**config.mk**
```make
export PLATFORM = sky130hd
export DESIGN_NAME = segmmu_top
export DESIGN_NICKNAME = d
export VERILOG_FILES = /design/src/rtl/segmmu_pkg.sv /design/src/rtl/segmmu_regfile.sv /design/src/rtl/segmmu_segsel.sv /design/src/rtl/segmmu_top.sv
export SDC_FILE = /design/constraint.sdc
export NUM_CORES = 1
export LEC_CHECK = 0
export BUFFER_PORTS_ARGS = -buffer_cell sky130_fd_sc_hd__buf_4
export CAP_MARGIN = 40
export CORE_ASPECT_RATIO = 1.5
export CORE_MARGIN = 5
export CORE_UTILIZATION = 35
export CTS_BUF_LIST = sky130_fd_sc_hd__clkbuf_4 sky130_fd_sc_hd__clkbuf_8 sky130_fd_sc_hd__clkbuf_16
export DETAILED_ROUTE_END_ITERATION = 12
export PLACE_DENSITY = 0.6
export SLEW_MARGIN = 10
export SYNTH_ARGS = -nofsm -noshare
export SYNTH_HDL_FRONTEND = slang
export SYNTH_HIERARCHICAL = 1
export SYNTH_SLANG_ARGS = --single-unit
```
**constraint.sdc**
```tcl
create_clock -name clk -period 5.7 [get_ports clk]
set_input_delay 0.285 -clock clk [delete_from_list [all_inputs] [get_ports clk]]
set_output_delay 0.285 -clock clk [all_outputs]
set_load 0.02 [all_outputs]
```
**src/rtl/segmmu_pkg.sv**
```systemverilog
package segmmu_pkg;

  typedef enum logic [1:0] {
    BANK_KERN = 2'd0,
    BANK_USER = 2'd1,
    BANK_FAR  = 2'd2
  } bank_e;

  // Bank chosen by the CPU context: long-distance context wins over privilege
  function automatic bank_e pick_bank(input logic kern, input logic far_ctx);
    if (far_ctx)   return BANK_FAR;
    else if (kern) return BANK_KERN;
    else           return BANK_USER;
  endfunction

endpackage

```
**src/rtl/segmmu_regfile.sv**
```systemverilog
module segmmu_regfile #(
  parameter int LA_W   = 16,
  parameter int BASE_W = 16,
  parameter int NSEG   = 3,
  parameter int NBANK  = 3,
  localparam int BSEL_W = 2,
  localparam int SSEL_W = 2
) (
  input  logic                              clk,
  input  logic                              rst_n,
  input  logic                              wr_en,
  input  logic [BSEL_W-1:0]                 wr_bank,
  input  logic [SSEL_W-1:0]                 wr_seg,
  input  logic                              wr_base,
  input  logic [LA_W-1:0]                   wr_data,
  input  logic [BSEL_W-1:0]                 rd_bank,
  output logic [NSEG-1:0][LA_W-1:0]         lim_o,
  output logic [NSEG-1:0][BASE_W-1:0]       base_o
);

  logic [NBANK-1:0][NSEG-1:0][LA_W-1:0]   lim_q;
  logic [NBANK-1:0][NSEG-1:0][BASE_W-1:0] base_q;
  logic [NBANK-1:0][NSEG-1:0]             hit_lim;
  logic [NBANK-1:0][NSEG-1:0]             hit_base;
  logic                                   wr_out_of_range;

  // Per-register write decode
  for (genvar b = 0; b < NBANK; b++) begin : g_bank
    for (genvar s = 0; s < NSEG; s++) begin : g_seg
      assign hit_lim[b][s]  = wr_en && !wr_base && (wr_bank == BSEL_W'(b)) && (wr_seg == SSEL_W'(s));
      assign hit_base[b][s] = wr_en &&  wr_base && (wr_bank == BSEL_W'(b)) && (wr_seg == SSEL_W'(s));
    end
  end

  assign wr_out_of_range = wr_en && ((int'(wr_bank) >= NBANK) || (int'(wr_seg) >= NSEG));

  always_ff @(posedge clk or negedge rst_n) begin
    if (!rst_n) begin
      lim_q  <= '0;
      base_q <= '0;
    end else begin
      for (int b = 0; b < NBANK; b++) begin
        for (int s = 0; s < NSEG; s++) begin
          if (hit_lim[b][s])  lim_q[b][s]  <= wr_data;
          if (hit_base[b][s]) base_q[b][s] <= BASE_W'(wr_data);
        end
      end
    end
  end

  always_comb begin
    lim_o  = '0;
    base_o = '0;
    if (int'(rd_bank) < NBANK) begin
      lim_o  = lim_q[rd_bank];
      base_o = base_q[rd_bank];
    end
  end

  AST_BAD_WR_IGNORED: assert property (@(posedge clk) disable iff (!rst_n)
    wr_out_of_range |=> ($stable(lim_q) && $stable(base_q)));

  AST_ONE_REG_PER_WR: assert property (@(posedge clk) disable iff (!rst_n)
    $countones({hit_lim, hit_base}) <= 1);

endmodule

```
**src/rtl/segmmu_segsel.sv**
```systemverilog
module segmmu_segsel #(
  parameter int LA_W = 16,
  parameter int NSEG = 3,
  localparam int SEL_W = (NSEG > 1) ? $clog2(NSEG) : 1
) (
  input  logic [LA_W-1:0]           la,
  input  logic [NSEG-1:0][LA_W-1:0] lim,
  output logic                      hit,
  output logic [SEL_W-1:0]          sel
);

  logic [NSEG-1:0] below;

  // One comparator per segment
  for (genvar i = 0; i < NSEG; i++) begin : g_cmp
    assign below[i] = la < lim[i];
  end

  // Lowest segment whose limit lies above the address wins
  always_comb begin
    hit = 1'b0;
    sel = '0;
    for (int i = NSEG - 1; i >= 0; i--) begin
      if (below[i]) begin
        hit = 1'b1;
        sel = SEL_W'(i);
      end
    end
  end

endmodule

```
**src/rtl/segmmu_top.sv**
```systemverilog
module segmmu_top #(
  parameter int LA_W   = 16,
  parameter int BASE_W = 16,
  parameter int SHIFT  = 5,
  parameter int NSEG   = 3,
  parameter int NBANK  = 3,
  localparam int PA_W  = BASE_W + SHIFT,
  localparam int SEL_W = (NSEG > 1) ? $clog2(NSEG) : 1,
  localparam int IDX_W = $clog2(NSEG + 1)
) (
  input  logic              clk,
  input  logic              rst_n,
  input  logic              wr_en,
  input  logic [1:0]        wr_bank,
  input  logic [1:0]        wr_seg,
  input  logic              wr_base,
  input  logic [LA_W-1:0]   wr_data,
  input  logic              kern,
  input  logic              far_ctx,
  input  logic              req_valid,
  input  logic [LA_W-1:0]   la,
  output logic              pa_valid,
  output logic [PA_W-1:0]   pa,
  output logic [IDX_W-1:0]  seg_idx,
  output logic              fault
);
  import segmmu_pkg::*;

  function automatic logic [PA_W-1:0] phys_sum(input logic [BASE_W-1:0] b,
                                               input logic [LA_W-1:0]   a);
    return {b, {SHIFT{1'b0}}} + PA_W'(a);
  endfunction

  bank_e                       cur_bank;
  logic [1:0]                  rd_bank;
  logic [NSEG-1:0][LA_W-1:0]   sel_lim;
  logic [NSEG-1:0][BASE_W-1:0] sel_base;
  logic                        seg_hit;
  logic [SEL_W-1:0]            seg_sel;
  logic [BASE_W-1:0]           base_pick;
  logic [PA_W-1:0]             pa_next;

  assign cur_bank = pick_bank(kern, far_ctx);
  assign rd_bank  = cur_bank;

  segmmu_regfile #(
    .LA_W(LA_W), .BASE_W(BASE_W), .NSEG(NSEG), .NBANK(NBANK)
  ) u_regs (
    .clk(clk), .rst_n(rst_n),
    .wr_en(wr_en), .wr_bank(wr_bank), .wr_seg(wr_seg),
    .wr_base(wr_base), .wr_data(wr_data),
    .rd_bank(rd_bank), .lim_o(sel_lim), .base_o(sel_base)
  );

  segmmu_segsel #(.LA_W(LA_W), .NSEG(NSEG)) u_sel (
    .la(la), .lim(sel_lim), .hit(seg_hit), .sel(seg_sel)
  );

  assign base_pick = sel_base[seg_sel];
  assign pa_next   = phys_sum(base_pick, la);

  always_ff @(posedge clk or negedge rst_n) begin
    if (!rst_n) begin
      pa_valid <= 1'b0;
      pa       <= '0;
      seg_idx  <= '0;
      fault    <= 1'b0;
    end else if (req_valid && seg_hit) begin
      pa_valid <= 1'b1;
      pa       <= pa_next;
      seg_idx  <= IDX_W'(seg_sel) + IDX_W'(1);
      fault    <= 1'b0;
    end else begin
      pa_valid <= 1'b0;
      pa       <= '0;
      seg_idx  <= '0;
      fault    <= req_valid;
    end
  end

  AST_FAULT_EXCL: assert property (@(posedge clk) disable iff (!rst_n)
    !(fault && pa_valid));

  AST_FAULT_ZERO: assert property (@(posedge clk) disable iff (!rst_n)
    fault |-> (seg_idx == '0 && pa == '0));

  AST_IDLE_QUIET: assert property (@(posedge clk) disable iff (!rst_n)
    !req_valid |=> (!pa_valid && !fault));

  AST_REQ_ANSWERED: assert property (@(posedge clk) disable iff (!rst_n)
    req_valid |=> (pa_valid || fault));

  AST_SEG_IN_RANGE: assert property (@(posedge clk) disable iff (!rst_n)
    pa_valid |-> (seg_idx != '0 && int'(seg_idx) <= NSEG));

  AST_FIRST_SEG: assert property (@(posedge clk) disable iff (!rst_n)
    (req_valid && la < sel_lim[0]) |=> (pa_valid && seg_idx == IDX_W'(1)));

  AST_FAR_BANK: assert property (@(posedge clk) disable iff (!rst_n)
    far_ctx |-> rd_bank == 2'd2);

endmodule

```
==> results.txt, run 1 <==
- The clock period could shrink to just under 5 ns.
* Relative max-transition margin: 42.97%
- The max-slew violation total from the final report is 0.
* Maxcap violations: 0
* Max incr delay on CP: ~0.44 ns
* # placed instances: 1899
* Slowest stage cell on the critical path: fa_1
* Crit share post-route: 85.35%
- Clock-pin transition on the worst setup and hold timing paths: ~0.070 ns
- Switch share: 28.85%
* Maximum number of pins on one net before global-route repair: roughly 140
- Drt first-iter violations: 527
- Row count: 96
- TritonCTS built the clock tree.
- Vias in the first global route: 10860
- In this run, flip-flops and latches consume 44.2% of the power.
- The first global-routing pass estimated 63510 microns of wire.
- For the final database, setup skew stands at 0.008844 ns.
* Lkg Pwr: about 8.5 nW
- Top Ports: 68
- After detailed routing, the average wire length per cell comes to 20.90 microns.
- The HPWL after detailed placement is roughly 27000 microns.
* Total routing resource utilization after global routing: between 10% and 20%
* Net count after synthesis: 1403
- The worst setup path is captured at a flop.
- Multi-input gate area: between 7000 and 8000 sq um
- CORE AREA: between 40000 and 50000 sq um
* Run status: complete, no violations
- Drc violations: 0
- Async S/R FF share, synth: between 90% and 100%
* Sequential area share after synthesis: 48.86%
* Final net count: 1444
* Buffers and inverters on the worst path: 5
* Post-synthesis instance area: 16030 sq um
- Worst Hold Margin: about 0.023 ns
- For this run, the top clock speed supported by timing is 205.5 MHz.
* Cell Count, Final, Fillers Out: 1954
* WL final: 40830 microns
- Post-synthesis average cell area: 12.30 sq um
- In this run the vertical extent of the chip is 272.1 microns.
- Internal power: 0.004627 W
- Number of enable flip-flop cells after synthesis: 0
- Cells after synthesis: between 1000 and 1500
- Most used flip-flop cell after synthesis: dfrtp_1
* Clk Tree Root Cell: clkbuf_16
- Across the whole layout, storage elements account for 7833 sq um.
- The clock net in this run drives a total of 313 sinks.
* Number of routed nets with antenna violations: 0
- After synthesis the netlist holds a flip-flop and latch count of 313.
* Antenna violations before repair: 0
- Number of warnings printed during yosys synthesis: 6
- CTS built an H-tree with a depth of 1.
* CTS Buf Count: 29
- The clock reaches the later pin of the worst-skew pair after approximately 0.56 ns.
- For the final routed database, the setup TNS stands at 0 ns.
- Area of the die: 50270 sq um
* Top delay family on crit path: compound AO/OA/AOI/OAI gates
* VDD IR max: between 0.0002 and 0.00025 V
- Die W: 184.7 microns
- Data on the critical path is required at its endpoint by 6.16 ns.
- Routability-driven placement congestion ratio: between 0.9 and 1
- During placement, the flow inserted port buffers numbering 67.
* Slew at the pin closest to its max-slew limit: 0.8554 ns
* P&R area growth vs syn: 12.86%
* Share of final-layout standard cells stronger than drive strength 1: between 30% and 40%
- Power spent charging and discharging nets: 0.001876 W
* Distinct cells, synth: 60
* Number of antenna repair diodes: 0
* Critical Path Source Type: input port
- In the routed layout, each cell is associated on average with a via count of ~5.2.
* Gate power share: a little under a quarter
- Before antenna repair, the detailed router went through 5 iterations.
- For this configuration, the core starts out at a cell density of 35.21%.
- CP Data Arrival Time: 5.32 ns
* Kind of path behind the tightest hold check: input port to flop
* Crit-path max FO: 60
- Clock Tree Buf Depth: 3
- Fill cells: ~4300
* Vias: ~10000
- The worst setup path is of the input port to flop kind.
- The total overflow left after global routing is 0.
* Areal power density over the cells: 359.5 nW/um^2
- Of the total power, the clock network draws 32.2%.
- Setup repair after global routing missed its margin: false
- Final count of hold timing violations: 0
- Setup violations remaining at the end of the flow were counted as 0.
cell usage after synthesis, types with 6 or more instances:
| cell | n | area, sq um |
|---|---|---|
| buf_6 | 20 | 225.2 |
| mux2_4 | 41 | 615.6 |
| nor3_1 | 7 | 35.03 |
| and3_1 | 10 | 62.56 |
| nand2b_1 | 6 | 37.54 |
| a21o_1 | 12 | 90.09 |
| nand3_1 | 8 | 40.04 |
| buf_2 | 13 | 65.06 |
| nand2_1 | 122 | 457.9 |
| mux2i_1 | 115 | 1151 |
| mux2_2 | 247 | 2781 |
| nor2_1 | 17 | 63.81 |
| o21ai_0 | 117 | 585.6 |
| ha_1 | 56 | 700.7 |
| nor2b_1 | 6 | 37.54 |
| nand2_4 | 9 | 101.4 |
| inv_1 | 48 | 180.2 |
| a21oi_1 | 20 | 100.1 |
| dfrtp_1 | 313 | 7833 |
| clkbuf_1 | 36 | 135.1 |
sequential cells by signal (all words and copies together) (netlist names):
name / count
fault: 1
pa_valid: 1
seg_idx: 2
pa: 21
u_regs/lim_q: 144
u_regs/base_q: 144
worst register-to-register path: stages (launching register included):
cell       delay, ns
dfrtp_1         0.35
mux2i_1         0.09
o21ai_0         0.16
inv_1           0.06
ha_1            0.30
and3_1          0.21
nand3_1         0.11
a2111oi_1       0.40
a2111o_1        0.21
and3b_1         0.16
buf_4           0.34
nor2b_2         0.09
buf_4           0.21
nand2_1         0.08
o21ai_0         0.08
ha_1            0.23
fa_1            0.44
a21o_1          0.20
a221oi_2        0.39
o21a_2          0.25
nor3_1          0.06
nor3_1          0.23
cells by family (layout without fill, tap and decap cells):
| kind of cell | Yosys count | after routing | share of synthesized area [%] |
|---|---|---|---|
| adders and majority gates | 57 | 57 | 4.496 |
| DFF | 313 | 313 | 48.86 |
| and+or+nand+nor | 217 | 217 | 7.064 |
| xor gates and xnor gates | 7 | 7 | 0.3825 |
| buffers and inverters | 126 | 189 | 4.192 |
| muxes | 403 | 403 | 28.37 |
| AOI/OAI and AO/OA | 180 | 180 | 6.627 |
timing repair:
action | 4_1_cts | 5_1_grt
endpoints found under the hold margin | 109 | 0
gates resized for setup | 0 | 0
hold buffers | 2 | 0
buffers inserted | 0 | 0
placed cells by master (no fill, tap or decap), types with 6 or more instances in the layout:
cell	n
dfrtp_1	313
mux2_2	247
nand2_1	122
o21ai_0	117
mux2i_1	115
buf_4	74
ha_1	56
inv_1	48
mux2_4	41
clkbuf_16	29
a21oi_1	20
nor2_1	16
a21o_1	12
and3_1	10
clkinv_2	9
nand2_4	9
nand3_1	8
nor3_1	7
nand2b_1	6
per-stage QoR:
step	setup WS, ns	util [%]	total power [W]	instance area (sq um)
5_1_grt	0.5836	39.74	0.006861	18090
6_report	0.8348	39.74	0.006503	18090
3_5_place_dp	0.4240	37.45	0.004459	17050
3_3_place_gp	0.6111	37.32	0.004401	16990
4_1_cts	0.9493	39.74	0.006581	18090
2_1_floorplan	0.5927	-	0.003953	16030
worst paths after layout:
path                       depth (start not counted)           endpoint         startpoint  slack (ns)
hold / removal                                     2              pa[2]              la[2]        0.02
setup / recovery                                  25             pa[19]            far_ctx        0.83
max in group asynchronous                          3   u_regs/lim_q[60]              rst_n        3.89
setup reg to reg                                  21             pa[19]   u_regs/lim_q[27]        0.94
hold reg to reg                                    1  u_regs/base_q[42]  u_regs/base_q[42]        0.50
min in group asynchronous                          2  u_regs/lim_q[101]              rst_n        0.38
power by group through the flow:
stage | Combinational (W) | Clock [W] | Sequential [W]
after floorplan | 0.00105 | 0 | 0.00290
after global placement | 0.00151 | 0 | 0.00289
after detailed placement | 0.00154 | 0 | 0.00291
after CTS | 0.00155 | 0.00216 | 0.00287
after global routing | 0.00169 | 0.00224 | 0.00293
final | 0.00153 | 0.00209 | 0.00288
routing by layer:
| layer | wire (microns) | part of all wire, % | track usage, % | vias to the layer above |
|---|---|---|---|---|
| met2 | 21310 | 52 | 29.41 | 160 |
| met4 | 1678 | 4.1 | 6.552 | 0 |
| met1 | 16590 | 41 | 19.17 | 5225 |
| met3 | 1251 | 3.1 | 1.897 | 62 |
| li1 | - | - | - | 4677 |
| met5 | 0 | 0 | 0 | - |
final cells by class:
class                           count  area share (%)
Timing Repair Buffer               87           4.212
Multi-Input combinational cell    864           41.68
Inverter                           49           1.093
Tap cell                          588           4.067
Sequential cell                   313           43.29
Clock buffer                       34           4.357
Clock inverter                     19           1.300
Power figures use the tool's default switching activity.
==> inputs of run 2 (changes only) <==
--- a/config.mk
+++ b/config.mk
@@ -5,6 +5,7 @@
 export SDC_FILE = /design/constraint.sdc
 export NUM_CORES = 1
 export LEC_CHECK = 0
+export ABC_AREA = 1
 export BUFFER_PORTS_ARGS = -buffer_cell sky130_fd_sc_hd__buf_4
 export CAP_MARGIN = 40
 export CORE_ASPECT_RATIO = 1.5
@@ -18,3 +19,4 @@
 export SYNTH_HDL_FRONTEND = slang
 export SYNTH_HIERARCHICAL = 1
 export SYNTH_SLANG_ARGS = --single-unit
+export TNS_END_PERCENT = 10
==> run 2 against run 1 <==
  * Final area grew 4.7%
  * First-iteration DRC count grew to 2.7 times the previous value
  * Fmax grew 6.2%
  * Clock skew grew 0.010 ns
  * Sequential cell count is the same
==> results.txt, run 2 <==
- The number of top-level pins was 68 (unchanged).
- The pin count of the biggest net entering global routing came to 123 (-13%).
- Post-synthesis average cell area: 7.503 sq um (-39%)
- Setup repair after global routing left no endpoint under its margin.
* Total routing resource utilization after global routing: 21.45% (+5.3 points)
- Main combinational cell family by area after synthesis: simple AND/OR/NAND/NOR gates
- The required time of the critical path was 6.11 ns (-0.05 ns).
- The maximum vdd drop was 0.0001692 V (-17%).
- Distinct cells, synth: 33 (-45%)
- The mux cell area share after synthesis came to 0% (-28 points).
* Post-synth top area cell: dfrtp_1
* Compound-gate portion of the synthesized area: 8.023% (+1.4 points)
- The total CTS buffers is 34 (+17%).
* Slew at the pin closest to its max-slew limit: 1.018 ns (+0.1622 ns)
* Seq. cell area: 7833 sq um (unchanged)
- Share of final-layout standard cells stronger than drive strength 1: 8.882% (-25 points)
- The setup violation total in the final timing report was 0 (unchanged).
- The fraction of synthesized cell area in xor and xnor cells came to 0.1575% (-0.23 points).
- Antenna violations before repair: 0 (unchanged)
* Post-detailed-route wirelength per cell: 20.39 microns (-2.4%)
- TritonCTS built the clock tree.
* Switch share: 31.88% (+3.0 points)
- The routed wire length is 57470 microns (+41%).
- The combinational power share is 22.6% (-1.0 points).
* Die span in y: 277.4 microns (+2.0%)
- The residual DRC count was 0 (unchanged).
- The leakage power total is 9.684 nW (+14%).
* Internal power: 0.004605 W (-0.49%)
- Crit share post-route: 80.38% (-5.0 points)
- Grt total ovfl: 0 (unchanged)
- Sequential group share of total power: 42.3% (-1.9 points)
* Kind of path behind the tightest hold check: input port to flop
* Cells after synthesis: 2224 (+71%)
- The worst setup path is captured at a flop.
- For this run, the leading register cell type out of synthesis is dfrtp_1.
- Critical Path Source Type: input port
* Upper clock frequency limit: 218.3 MHz (+6.2%)
* # placed instances: 2755 (+45%)
- Most frequent cells in the layout: nand2_1 (699), nand3_1 (377), dfrtp_1 (313)
- Main area contributors after synthesis: dfrtp_1 (47%), nand2_1 (16%), nand3_1 (11%)
- The clock period minus worst slack is 4.582 ns (-0.2834 ns).
- The largest registers in the layout are u_regs/base_q (144), u_regs/lim_q (144), pa (21).
- The post-cts gate resize count was 0 (unchanged).
- Clk Tree Root Cell: clkbuf_16
- The placed instance area was 17690 sq um (+3.8%).
- The final-layout setup total negative slack was 0 ns (unchanged).
- The placement-stage worst setup slack is 0.6539 ns (+0.2298 ns).
- The source-to-sink clock delay at the later pin of the worst-skew pair was 0.53 ns (-0.03 ns).
- Areal power density over the cells: 356.9 nW/um^2 (-0.73%)
* Met2 track utilization from global routing: 36.93% (+7.5 points)
- The hold violation count in the final report came to 0 (unchanged).
- The antenna cell count came to 0 (unchanged).
* Final net count: 2294 (+59%)
- The met3 global-route usage was 2.870% (+0.97 points).
* P&R area growth vs syn: 13.52%
- The top-area cell type share of the netlist area is 46.94% (-1.9 points).
* Final Max Tran Viols: 0 (unchanged)
- The basic-gate share of the synthesized area counting and, or, nand and nor cells was 33.48% (+26 points).
- Area of the die: 52230 sq um (+3.9%)
* Fraction of power consumed by the clock network: 35.2% (+3.0 points)
- The share of flip-flops with an asynchronous set or reset is 100.0% (unchanged).
- Worst setup margin: 1.118 ns (+0.2834 ns)
- The arithmetic-cell share of the synthesized area counting full adders, half adders and majority gates came to 4.319% (-0.18 points).
- Clk sinks: 313 (unchanged)
- The normalized max-slew margin was 32.16% (-11 points).
* CORE AREA: 47450 sq um (+4.2%)
- Drt first-iter violations: 1421 (+170%)
- The antenna violation net count after detailed routing is 0 (unchanged).
- The worst clock skew was 0.01930 ns (+0.01046 ns).
- In the post-synthesis netlist, the cell with the most instances is nand2_1.
- Synth top cells by count: nand2_1 (699), nand3_1 (377), dfrtp_1 (313)
- Clock Tree Buf Depth: 3 (unchanged)
- Crit Path Class: input port to flop
- Wire length of the first global-routing pass: 88850 microns (+40%)
- The initial core utilization is 35.16% (-0.047 points).
* Maxcap violations: 0 (unchanged)
* Global-route layer with the greatest usage: met2
- The synthesized net count is 2324 (+66%).
- The maximum fanout along the worst path was 45 (-25%).
- The synthesized area was 16690 sq um (+4.1%).
* Routed vias/inst: 5.485 (+5.9%)
* Number of H-tree branching levels: 2 (+1)
- The post-CTS clock slew at the launch and capture registers of the worst setup and hold paths is 0.06 ns (about the same).
- The global-route track usage on met1 is 25.97% (+6.8 points).
* Row count: 98 (+2.1%)
- Fill cells: 4762 (+12%)
- Cell Count, Final, Fillers Out: 2818 (+44%)
- The count of port buffers added during placement came to 67 (unchanged).
* Die W: 188.3 microns (+1.9%)
* DP Wirelength: 36810 microns (+35%)
- The final non-filler cell area came to 18940 sq um (+4.7%).
- Number of warnings printed during yosys synthesis: 6 (unchanged)
* Multi-input gate area: 7749 sq um (+2.8%)
* Run status: complete, no violations
- The final estimated routing congestion in global placement is 0.9216 (+0.40%).
- The net switching power is 0.002155 W (+15%).
- Number of enable flip-flop cells after synthesis: 0 (unchanged)
- The number of global-route vias before repair came to 15050 (+39%).
- The critical path data arrival time came to 4.99 ns (-0.33 ns).
- The library cell used most frequently in the layout, excluding fill and tap cells, is nand2_1.
- The vias after detailed routing came to 15460 (+53%).
* Total of flip-flops plus latches after synthesis: 313 (unchanged)
- Sequential area share after synthesis: 46.94% (-1.9 points)
- Number of search-and-repair iterations in the first detailed-routing pass: 5 (unchanged)
- The final standard cell utilization of the core came to 39.92% (+0.18 points).
## run 2: worst max-delay path, cell delays in order
cell,delay [ns]
buf_4,0.34
nor2_4,0.10
inv_6,0.32
buf_12,0.25
nor2_1,0.05
o21ai_0,0.31
inv_1,0.10
ha_1,0.29
nand2_1,0.08
o21ai_0,0.11
a21oi_1,0.30
nand2_2,0.13
a21oi_2,0.23
buf_4,0.24
nor2_1,0.07
o31ai_1,0.45
ha_1,0.40
a21oi_1,0.21
a21boi_0,0.26
nand3_1,0.19
o21ai_0,0.19
a21oi_1,0.06
## run 2: layer usage
| metal | vias up | wire length, microns |
|---|---|---|
| li1 | 7211 | - |
| met1 | 7501 | 21920 |
| met2 | 605 | 28680 |
| met3 | 140 | 3332 |
| met4 | 0 | 3529 |
| met5 | - | 0 |
## run 2: timing repair
action,CTS,global route
setup buffers,0,0
endpoints found under the setup margin,0,0
hold buffers,3,0
endpoints found under the hold margin,122,0
## run 2: final cells by class
class | count | share of cell area (%)
sequential | 313 | 41.35
multi-input combinational | 1631 | 40.91
clock buffer | 50 | 5.701
timing repair buffer | 112 | 5.304
tap | 600 | 3.963
inverter | 102 | 2.048
clock inverter | 10 | 0.7266
## run 2: kinds of logic after synthesis
logic type                 after synthesis
AOI/OAI and AO/OA                      258
adders and majority gates               57
and+or+nand+nor                       1313
DFF                                    313
buffers and inverters                  280
xor gates and xnor gates                 3
## run 2: metrics by stage
step / power [W] / hold slack (ns)
final: 0.006760 / 0.02699
after global routing: 0.007122 / 0.02367
after CTS: 0.006793 / 0.01307
after detailed placement: 0.004404 / 0.4530
after global placement: 0.004349 / 0.4378
after floorplan: 0.003833 / -0.01059
## run 2: final timing paths
path	endpoint	from	slack (ns)	depth (start not counted)
max in group asynchronous	u_regs/base_q[107]	rst_n	4.07	3
hold reg to reg	u_regs/lim_q[16]	u_regs/lim_q[16]	0.47	2
hold / removal	pa[2]	la[2]	0.03	3
setup / recovery	pa[16]	far_ctx	1.12	22
setup reg to reg	pa[16]	u_regs/lim_q[26]	1.54	18
min in group asynchronous	u_regs/lim_q[87]	rst_n	0.42	2
## run 2: power by group through the flow
stage	registers (W)	clock network (W)	logic [W]
2_1_floorplan	0.00288	0	0.000952
3_3_place_gp	0.00288	0	0.00147
3_5_place_dp	0.00289	0	0.00151
4_1_cts	0.00285	0.00242	0.00152
5_1_grt	0.00290	0.00251	0.00171
6_report	0.00286	0.00238	0.00153
